`src/rtl/tdma_bridge_pkg.sv`:
```
package tdma_bridge_pkg;
    localparam int PHIT_W   = 32;
    localparam int PAY_W    = 2 * PHIT_W;
    localparam int QID_LSB  = 28;
    localparam int QIDF_W   = 4;
    localparam int ROUTE_W  = 16;
    localparam int SLOT_PH  = 3;

    typedef struct packed {
        logic [PHIT_W-1:0] hdr;
        logic [PAY_W-1:0]  pay;
    } pkt_t;
endpackage

```
`src/rtl/tdma_bridge_fifo.sv`:
```
module tdma_bridge_fifo
    import tdma_bridge_pkg::*;
#(
    parameter int DEPTH = 4
) (
    input  logic clk,
    input  logic rst_n,
    input  logic push_i,
    input  pkt_t data_i,
    input  logic pop_i,
    output pkt_t data_o,
    output logic empty_o,
    output logic full_o
);
    localparam int AW = (DEPTH > 1) ? $clog2(DEPTH) : 1;
    localparam int CW = $clog2(DEPTH + 1);

    typedef struct packed {
        logic [DEPTH-1:0][$bits(pkt_t)-1:0] mem;
        logic [AW-1:0] wp;
        logic [AW-1:0] rp;
        logic [CW-1:0] cnt;
    } fifo_st_t;

    fifo_st_t s_d, s_q;
    logic do_push, do_pop;

    always_comb begin
        s_d     = s_q;
        do_push = push_i && !full_o;
        do_pop  = pop_i && !empty_o;
        if (do_push) begin
            s_d.mem[s_q.wp] = data_i;
            s_d.wp = (s_q.wp == AW'(DEPTH - 1)) ? '0 : s_q.wp + 1'b1;
        end
        if (do_pop) begin
            s_d.rp = (s_q.rp == AW'(DEPTH - 1)) ? '0 : s_q.rp + 1'b1;
        end
        case ({do_push, do_pop})
            2'b10:   s_d.cnt = s_q.cnt + 1'b1;
            2'b01:   s_d.cnt = s_q.cnt - 1'b1;
            default: s_d.cnt = s_q.cnt;
        endcase
    end

    always_ff @(posedge clk) begin
        if (!rst_n) begin
            s_q <= '0;
        end else begin
            s_q <= s_d;
        end
    end

    assign data_o  = pkt_t'(s_q.mem[s_q.rp]);
    assign empty_o = (s_q.cnt == '0);
    assign full_o  = (s_q.cnt == CW'(DEPTH));

    AST_NO_UNDERFLOW: assert property (@(posedge clk) disable iff (!rst_n)
        pop_i |-> !empty_o) else $error("read of empty queue");
    AST_NO_OVERFLOW: assert property (@(posedge clk) disable iff (!rst_n)
        (push_i && full_o && !pop_i) |=> full_o) else $error("full queue changed");
endmodule

```
`src/rtl/tdma_bridge_sched.sv`:
```
module tdma_bridge_sched
    import tdma_bridge_pkg::*;
#(
    parameter int NQ       = 4,
    parameter int SLOTS    = 8,
    parameter bit COHERENT = 1'b0,
    localparam int QW = (NQ > 1) ? $clog2(NQ) : 1,
    localparam int SW = (SLOTS > 1) ? $clog2(SLOTS) : 1
) (
    input  logic          clk,
    input  logic          rst_n,
    input  logic          tbl_we,
    input  logic [SW-1:0] tbl_slot,
    input  logic [QW-1:0] tbl_qid,
    input  logic          tbl_en,
    input  logic [NQ-1:0] q_empty,
    output logic          pop_o,
    output logic [QW-1:0] pop_qid_o
);
    typedef struct packed {
        logic [SLOTS-1:0]         en;
        logic [SLOTS-1:0][QW-1:0] qsel;
        logic [1:0]               phase;
        logic [SW-1:0]            slot;
    } sch_st_t;

    sch_st_t s_d, s_q;

    always_comb begin
        s_d = s_q;
        if (s_q.phase == 2'(SLOT_PH - 1)) begin
            s_d.phase = '0;
            s_d.slot  = (s_q.slot == SW'(SLOTS - 1)) ? '0 : s_q.slot + 1'b1;
        end else begin
            s_d.phase = s_q.phase + 1'b1;
        end
        if (tbl_we) begin
            s_d.en[tbl_slot]   = tbl_en;
            s_d.qsel[tbl_slot] = COHERENT ? '0 : tbl_qid;
        end
    end

    always_ff @(posedge clk) begin
        if (!rst_n) begin
            s_q <= '0;
        end else begin
            s_q <= s_d;
        end
    end

    always_comb begin
        pop_qid_o = COHERENT ? '0 : s_q.qsel[s_q.slot];
        pop_o     = (s_q.phase == '0) && s_q.en[s_q.slot] && !q_empty[pop_qid_o];
    end

    AST_ONE_POP_PER_SLOT: assert property (@(posedge clk) disable iff (!rst_n)
        pop_o |=> !pop_o) else $error("two reads in one slot");
endmodule

```
`src/rtl/tdma_bridge_route.sv`:
```
module tdma_bridge_route
    import tdma_bridge_pkg::*;
#(
    parameter int NQ = 4,
    localparam int QW = (NQ > 1) ? $clog2(NQ) : 1
) (
    input  logic          clk,
    input  logic          rst_n,
    input  logic          rt_we,
    input  logic [QW-1:0] rt_qid,
    input  logic [ROUTE_W-1:0] rt_path,
    input  logic [QW-1:0] rd_qid,
    output logic [ROUTE_W-1:0] rd_path
);
    typedef struct packed {
        logic [NQ-1:0][ROUTE_W-1:0] path;
    } rt_st_t;

    rt_st_t s_d, s_q;

    always_comb begin
        s_d = s_q;
        if (rt_we) begin
            s_d.path[rt_qid] = rt_path;
        end
    end

    always_ff @(posedge clk) begin
        if (!rst_n) begin
            s_q <= '0;
        end else begin
            s_q <= s_d;
        end
    end

    assign rd_path = s_q.path[rd_qid];
endmodule

```
`src/rtl/tdma_bridge_sync.sv`:
```
module tdma_bridge_sync
    import tdma_bridge_pkg::*;
#(
    parameter int NQ       = 4,
    parameter int QDEPTH   = 4,
    parameter int SLOTS    = 8,
    parameter bit COHERENT = 1'b0,
    localparam int QW = (NQ > 1) ? $clog2(NQ) : 1,
    localparam int SW = (SLOTS > 1) ? $clog2(SLOTS) : 1
) (
    input  logic          clk,
    input  logic          rst_n,
    input  logic          in_valid,
    input  logic [31:0]   in_hdr,
    input  logic [63:0]   in_payload,
    output logic [NQ-1:0] q_full,
    input  logic          tbl_we,
    input  logic [SW-1:0] tbl_slot,
    input  logic [QW-1:0] tbl_qid,
    input  logic          tbl_en,
    input  logic          rt_we,
    input  logic [QW-1:0] rt_qid,
    input  logic [15:0]   rt_path,
    output logic          out_valid,
    output logic          out_first,
    output logic [31:0]   out_phit,
    output logic          cr_valid,
    output logic [QW-1:0] cr_qid
);
    localparam int NQI = COHERENT ? 1 : NQ;

    typedef struct packed {
        logic                 ov;
        logic                 of;
        logic [PHIT_W-1:0]    ph;
        logic [1:0]           rem;
        logic [PAY_W-1:0]     hold;
        logic                 cv;
        logic [QW-1:0]        cq;
    } ser_st_t;

    ser_st_t s_d, s_q;

    logic [QIDF_W-1:0] in_qf;
    logic              in_ok;
    logic [NQI-1:0]    push, pop_v, empty_v, full_v;
    pkt_t              fdata [NQI];
    pkt_t              sel;
    logic [NQ-1:0]     empty_ext;
    logic              pop;
    logic [QW-1:0]     pop_qid;
    logic [ROUTE_W-1:0] new_route;
    logic [PHIT_W-1:0] new_hdr;

    assign in_qf = in_hdr[QID_LSB +: QIDF_W];
    assign in_ok = in_valid && (COHERENT || (int'(in_qf) < NQ));

    for (genvar gi = 0; gi < NQI; gi++) begin : g_q
        assign push[gi]  = in_ok && (COHERENT || (int'(in_qf) == gi));
        assign pop_v[gi] = pop && (int'(pop_qid) == gi);
        tdma_bridge_fifo #(.DEPTH(QDEPTH)) u_fifo (
            .clk     (clk),
            .rst_n   (rst_n),
            .push_i  (push[gi]),
            .data_i  (pkt_t'({in_hdr, in_payload})),
            .pop_i   (pop_v[gi]),
            .data_o  (fdata[gi]),
            .empty_o (empty_v[gi]),
            .full_o  (full_v[gi])
        );
    end

    if (COHERENT) begin : g_coh
        assign empty_ext = {NQ{empty_v[0]}};
        assign q_full    = {NQ{full_v[0]}};
    end else begin : g_multi
        assign empty_ext = empty_v;
        assign q_full    = full_v;
    end

    tdma_bridge_sched #(.NQ(NQ), .SLOTS(SLOTS), .COHERENT(COHERENT)) u_sched (
        .clk       (clk),
        .rst_n     (rst_n),
        .tbl_we    (tbl_we),
        .tbl_slot  (tbl_slot),
        .tbl_qid   (tbl_qid),
        .tbl_en    (tbl_en),
        .q_empty   (empty_ext),
        .pop_o     (pop),
        .pop_qid_o (pop_qid)
    );

    tdma_bridge_route #(.NQ(NQ)) u_route (
        .clk     (clk),
        .rst_n   (rst_n),
        .rt_we   (rt_we),
        .rt_qid  (rt_qid),
        .rt_path (rt_path),
        .rd_qid  (pop_qid),
        .rd_path (new_route)
    );

    always_comb begin
        sel = fdata[0];
        for (int i = 0; i < NQI; i++) begin
            if (int'(pop_qid) == i) sel = fdata[i];
        end
        new_hdr = {sel.hdr[PHIT_W-1:ROUTE_W], new_route};
        if (COHERENT) new_hdr[QID_LSB +: QIDF_W] = '0;
    end

    always_comb begin
        s_d    = s_q;
        s_d.cv = pop;
        s_d.cq = pop ? pop_qid : '0;
        if (pop) begin
            s_d.ov   = 1'b1;
            s_d.of   = 1'b1;
            s_d.ph   = new_hdr;
            s_d.hold = sel.pay;
            s_d.rem  = 2'd2;
        end else if (s_q.rem != '0) begin
            s_d.ov   = 1'b1;
            s_d.of   = 1'b0;
            s_d.ph   = s_q.hold[PAY_W-1 -: PHIT_W];
            s_d.hold = {s_q.hold[PHIT_W-1:0], {PHIT_W{1'b0}}};
            s_d.rem  = s_q.rem - 1'b1;
        end else begin
            s_d.ov = 1'b0;
            s_d.of = 1'b0;
            s_d.ph = '0;
        end
    end

    always_ff @(posedge clk) begin
        if (!rst_n) begin
            s_q <= '0;
        end else begin
            s_q <= s_d;
        end
    end

    assign out_valid = s_q.ov;
    assign out_first = s_q.of;
    assign out_phit  = s_q.ph;
    assign cr_valid  = s_q.cv;
    assign cr_qid    = s_q.cq;

    AST_FRAME_BODY: assert property (@(posedge clk) disable iff (!rst_n)
        out_first |=> (out_valid && !out_first)) else $error("header without body");
    AST_FRAME_TAIL: assert property (@(posedge clk) disable iff (!rst_n)
        (out_valid && !out_first && $past(out_first)) |=> (out_valid && !out_first))
        else $error("short frame");
    AST_CREDIT_WITH_HDR: assert property (@(posedge clk) disable iff (!rst_n)
        cr_valid |-> out_first) else $error("credit without header");
    AST_IDLE_ZERO: assert property (@(posedge clk) disable iff (!rst_n)
        !out_valid |-> (out_phit == '0)) else $error("idle phit not zero");
endmodule

```
`config.mk`:
```
export PLATFORM = sky130hd
export DESIGN_NAME = tdma_bridge_sync
export DESIGN_NICKNAME = d
export VERILOG_FILES = /design/src/rtl/tdma_bridge_pkg.sv /design/src/rtl/tdma_bridge_fifo.sv /design/src/rtl/tdma_bridge_sched.sv /design/src/rtl/tdma_bridge_route.sv /design/src/rtl/tdma_bridge_sync.sv
export SDC_FILE = /design/constraint.sdc
export NUM_CORES = 2
export LEC_CHECK = 0
export BUFFER_PORTS_ARGS = -buffer_cell sky130_fd_sc_hd__buf_2
export CORE_MARGIN = 1.5
export CORE_UTILIZATION = 55
export DETAILED_ROUTE_END_ITERATION = 7
export GPL_TIMING_DRIVEN = 0
export PLACE_DENSITY = 0.72
export SKIP_LAST_GASP = 1
export SLEW_MARGIN = 20
export SYNTH_ARGS = -nofsm -noshare
export SYNTH_HDL_FRONTEND = slang
export SYNTH_SLANG_ARGS = --single-unit
```
`constraint.sdc`:
```
create_clock -name clk -period 10.1 [get_ports clk]
set_input_delay 2.02 -clock clk [delete_from_list [all_inputs] [get_ports clk]]
set_output_delay 2.02 -clock clk [all_outputs]
set_load 0.02 [all_outputs]
```
# Yosys cells after proc, flatten, opt, wreduce, memory -nomap -nowiden
# Index checks and enable logic that the tools add are counted.
# word_totals
reg_bits	1760
in_bits	125
elab_cells	224
# op_classes
addsub	19
order_cmp	19
n_eq_ne	28
n_mux	56
bitwise	1
n_reduce_logical	50
# op_table
operator	n
bitwise mux 384 bit	4
2-to-1 mux 96 bit	11
binary-select mux 96 bit (select 2 bit)	4
demux 96 bit (select 2 bit)	4
2-to-1 mux 100 bit	1
2-to-1 mux 66 bit	1
bitwise mux 64 bit	1
2-to-1 mux 34 bit	1
binary-select mux 16 bit (select 2 bit)	1
demux 16 bit (select 2 bit)	1
2-to-1 mux 16 bit	2
equality test 2 bit (second input constant)	15
less-than comparator 2 x 3 -> 1 bit (second input constant)	10
logical AND 1 bit	25
one-hot mux 3 bit (2 select lines)	4
2-to-1 mux 2 bit	10
adder 2 x 1 -> 2 bit (second input constant)	9
bitwise mux 16 bit	1
adder 3 x 1 -> 3 bit (second input constant)	5
equality test 3 bit (second input constant)	5
zero test 3 bit	4
nonzero test 2 bit	6
subtractor 3 x 1 -> 3 bit (second input constant)	4
equality test 2 x 1 -> 1 bit (second input constant)	5
21 further kinds	39

# Logic depth before layout (Yosys ltp)
# logic_depth
word_depth	10
ltp_mapped	13
depth_no_buf	12

# By module
# A second synthesis with hierarchy kept.
# unflattened
hier_cells	7035
area_unflattened_um2	76654.8
# by_module_without_submodules
mod	n_inst	cells_per_inst	area_per_inst_um2	seq_area_each_um2
tdma_bridge_fifo (g_q[1].u_fifo ...)	2	1519	16595.9	7827.5
tdma_bridge_fifo (g_q[3].u_fifo)	1	1519	16592.2	7827.5
tdma_bridge_fifo (g_q[0].u_fifo)	1	1519	16590.9	7827.5
tdma_bridge_sync	1	581	6015.8	2042.0
tdma_bridge_route	1	248	2807.7	1281.2
tdma_bridge_sched	1	130	1456.4	580.6

# Worst setup path after synthesis
# No wires, ideal clock.
# synth_timing
path_kind	input-to-reg
start	input port in_hdr[30]
end	register g_q[0].u_fifo.s_q[2] in the netlist's numbering
setup_time_ns	0.076
t_arrival_ns	3.942
required_time_ns	10.024
setup_slack_ns	6.082
stages	10
path_buffers	1
cell_sequence	nor3b_1 > nor4b_1 > clkbuf_1 > inv_1 > ha_1 > inv_1 > fa_1 > xor2_1 > or3_1 > a21boi_0
# synth_between
elab_chain_len	6
word_cells_on_any_way	9
# synth_rtl
item	line	text
start: declaration	tdma_bridge_sync.sv:14	input logic [31:0] in_hdr,
less-than comparator 4 x 3 -> 1 bit	tdma_bridge_sync.sv:56	assign in_ok = in_valid && (COHERENT || (int'(in_qf) < NQ));
logical AND 1 bit	tdma_bridge_sync.sv:56	
logical AND 1 bit (*)	tdma_bridge_sync.sv:59	assign push[gi] = in_ok && (COHERENT || (int'(in_qf) == gi));
logical AND 1 bit (*)	tdma_bridge_fifo.sv:30	do_push = push_i && !full_o;
equality test 2 x 1 -> 1 bit / equality test 2 bit (equally long branches)	tdma_bridge_fifo.sv:39	case ({do_push, do_pop})
one-hot mux 3 bit (2 select lines) / nonzero test 2 bit (equally long branches)	--	
end signal: assignment	tdma_bridge_fifo.sv:48	s_q <= '0;
end signal: assignment	tdma_bridge_fifo.sv:50	s_q <= s_d;
end: declaration	tdma_bridge_fifo.sv:25	fifo_st_t s_d, s_q;
# Every way passes the cells marked *; elsewhere a longest branch is shown, timed or not.
# A chain may end at the register's enable or synchronous reset.

# Worst setup path after layout
# layout_timing
start	input port in_hdr[30]
end	register g_q[0].u_fifo.s_q[14] in the netlist's numbering
# layout_between
elab_chain_len	4
word_cells_on_any_way	5
# layout_rtl
item	line
less-than comparator 4 x 3 -> 1 bit	tdma_bridge_sync.sv:56
logical AND 1 bit	tdma_bridge_sync.sv:56
logical AND 1 bit (*)	tdma_bridge_sync.sv:59
logical AND 1 bit (*)	tdma_bridge_fifo.sv:30
# Marks and branches as above.

==> results.py <==
metrics = {
    "cells_and_area": {
        "final_util": 0.626,
        "seq_area_mm2": 0.0301,
        "layout-area-overhead-vs-synth_pct": 12.4,
        "multi_input_comb_area_mm2": 0.0334,
        "fillers": 10300,
        "nets": 8148,
        "drive_gt1_frac": 0.0993,
    },
    "drt": {
        "drt_pass1_iterations": 6,
        "routedWlPerCell_um": 24.9,
        "wirelength_mm": 243,
        "drcViolationCount": 0,
        "drtAntennaViolNets": 0,
        "vias_per_cell": 6.02,
        "drtIter0Drc": 7131,
        "vias": 58800,
    },
    "clock_tree": {
        "cts_hold_buf": 0,
        "clockBufferDepth": 3,
        "cts_tree": "done",
        "cts.sinks": 1503,
        "numCtsBuffers": 158,
        "htree_levels": 4,
        "clk_latency_ps": 810,
        "cts-root-buf": "clkbuf_16",
        "clk_pin_slew_worst_paths_ps": 60,
        "cts_setup_buffers": 0,
        "ctsResizeCount": 0,
    },
    "synthesis": {
        "synth_nets": 7908,
        "ys_warn_count": 0,
        "synth_top_family_by_area": "simple AND/OR/NAND/NOR gates",
        "synth-compound-area-share": 0.165,
        "ys_ff_latch": 1503,
        "async_reset_ff_frac": 0,
        "yosysSeqAreaShare": 0.449,
        "synth_cells": 7751,
        "synth_edf_count": 0,
        "yosys.area.top_type": "dfxtp_1",
        "muxShareOfSynthArea": 0.117,
        "yosysUniqueCellTypes": 43,
        "netlist_area_mm2": 0.0670,
        "synth-simple-area-share": 0.209,
        "synthAdderAreaFrac": 0.00643,
        "ys_top_cells_by_area": "dfxtp_1, nand2_1, a21boi_0, mux4_2, clkbuf_1",
        "synth_ff_type": "dfxtp_1",
        "synth_xor_area_frac": 0.00105,
        "synth.most_common_cell": "nand2_1",
        "avgSynthCellArea_um2": 8.64,
        "yosysTopAreaCellShare": 0.449,
        "ys_top_cells_by_count": "nand2_1, dfxtp_1, a21boi_0",
    },
    "setup_path": {
        "worst_ep_required_time_ps": 10810,
        "r2r.worst_path.cells": 13,
        "start_kind": "input pin",
        "critPathArrivalTime_ps": 6150,
        "reg2reg_slack_ps": 5780,
        "path_max_fanout": 10,
        "crit_type": "in -> reg",
        "endpoint_kind": "flop",
    },
    "sta": {
        "whs_ps": 432,
        "finClkSkew_ps": 23.7,
        "setup_viol": 0,
        "worst_pin_slew_ps": 1360,
        "final.min_clock_period_ps": 5440,
        "slew_headroom": 0.0903,
        "max_freq_ghz": 0.184,
        "fin_crit_sh": 0.539,
        "slew_viol_final": 0,
        "finalHoldViolCount": 0,
        "rsz0062_at_grt": "no",
        "tns_ps": 0,
    },
    "global_route": {
        "grt_pass1_wl_mm": 356,
        "grt_max_degree": 17,
        "antenna_found_initial": 29,
        "grt-ovfl-total": 0,
        "grt_pass1_vias": 55600,
        "track_usage": 0.383,
    },
    "power_and_ir_drop": {
        "ir_drop_uv": 191,
        "power_mw": 12.7,
        "power.leakage_nw": 24.1,
        "cellPowerDensity_mw_per_mm2": 169,
    },
    "floorplan": {
        "dieWidth_um": 352,
        "io_pins": 166,
        "start_util": 0.557,
        "num_rows": 127,
        "fp.dieH_um": 352,
        "core_region_area_mm2": 0.120,
        "dieArea_mm2": 0.124,
    },
    "worst_hold_path": {
        "hold_depth": 1,
        "hold_class": "reg -> reg",
    },
    "placement": {
        "hpwl_mm": 179,
        "io_buffers": 68,
        "place.gp.congestion": 0.988,
    },
    "outcome": {
        "status": "completed",
    },
    "job": {
        "maxCapViolCount": 0,
    },
}
==> sequential cells by signal, summed over array words and instances (netlist names) <==
name	flops
cr_qid	2
u_sched.s_q	29
g_q.u_fifo.s_q	1308
u_route.s_q	64
s_q	66
out_valid	1
out_first	1
out_phit	32
==> layout by cell type, fill, tap and decap left out, types with 50 or more instances in the layout <==
master / Yosys / layout
mux4_2: 326 / 326
and3_1: 85 / 85
dfxtp_1: 1503 / 1503
nand3_1: 247 / 247
a21boi_0: 1305 / 1305
clkbuf_1: 689 / 690
clkbuf_16: 0 / 161
buf_1: 51 / 50
nand2_1: 3038 / 3034
buf_2: 37 / 106
==> area by class of cell <==
type	count	area share
diodes	34	0.00113
plain buffers	825	0.0450
clock buffers	231	0.0626
clock inverters	57	0.0100
inverters	28	0.00140
multi-input cells	5395	0.444
flip-flops and latches	1503	0.400
well taps	1612	0.0268
repair buffers	80	0.00891
==> critical path, cell delays in order <==
cell and delay, ps:
buf_2 100, nor3b_2 610, nor4b_1 750, clkbuf_1 470
and2_1 190, clkbuf_1 630, buf_2 640, buf_2 410
nand2_1 90, a21boi_0 200
==> stage by stage <==
step / cells / setup WS (ps) / cell area (um^2)
finish: 9765 / 4660 / 75300
global route: 9733 / 4570 / 75200
CTS: 9731 / 4660 / 75200
detailed placement: 9443 / 3870 / 69700
global placement: 9431 / 3490 / 69300
floorplan: 7751 / 6080 / 67000
==> routing by layer <==
layer / up-vias / wire length, um / GRT usage
met5: - / 166 / 0
met4: 26 / 15800 / 0.239
met3: 750 / 30200 / 0.119
met2: 3423 / 105000 / 0.568
met1: 28300 / 91900 / 0.486
li1: 26300 / - / -
==> report_power, final <==
part | leakage (nW) | internal [mW] | switching, mW
logic | 9.26 | 0.174 | 0.382
registers | 12.1 | 5.96 | 0.0166
clock network | 2.70 | 3.61 | 2.55
total | 24.1 | 9.74 | 2.95
==> kinds of logic (layout without fill, tap and decap cells) <==
| family | after synthesis | in the layout |
|---|---|---|
| adder cells (fa/ha/maj) | 32 | 32 |
| XOR/XNOR | 8 | 8 |
| AO/OA/AOI/OAI | 1479 | 1479 |
| multiplexers | 375 | 375 |
| flip-flops | 1503 | 1503 |
| other | 0 | 34 |
| buffers and inverters | 853 | 1221 |
| AND/OR/NAND/NOR | 3501 | 3501 |
==> path summary, 6_finish.rpt <==
check | start | endpoint
worst min-delay path | u_sched.s_q[3]$_SDFF_PP0_ | u_sched.s_q[3]$_SDFF_PP0_
worst max register to register | u_sched.s_q[0]$_SDFFE_PN0P_ | g_q[2].u_fifo.s_q[2]$_SDFFE_PN0P_
worst max-delay path | in_hdr[30] | g_q[0].u_fifo.s_q[14]$_SDFFE_PN0P_
worst min register to register | u_sched.s_q[3]$_SDFF_PP0_ | u_sched.s_q[3]$_SDFF_PP0_
Power figures use the tool's default switching activity.
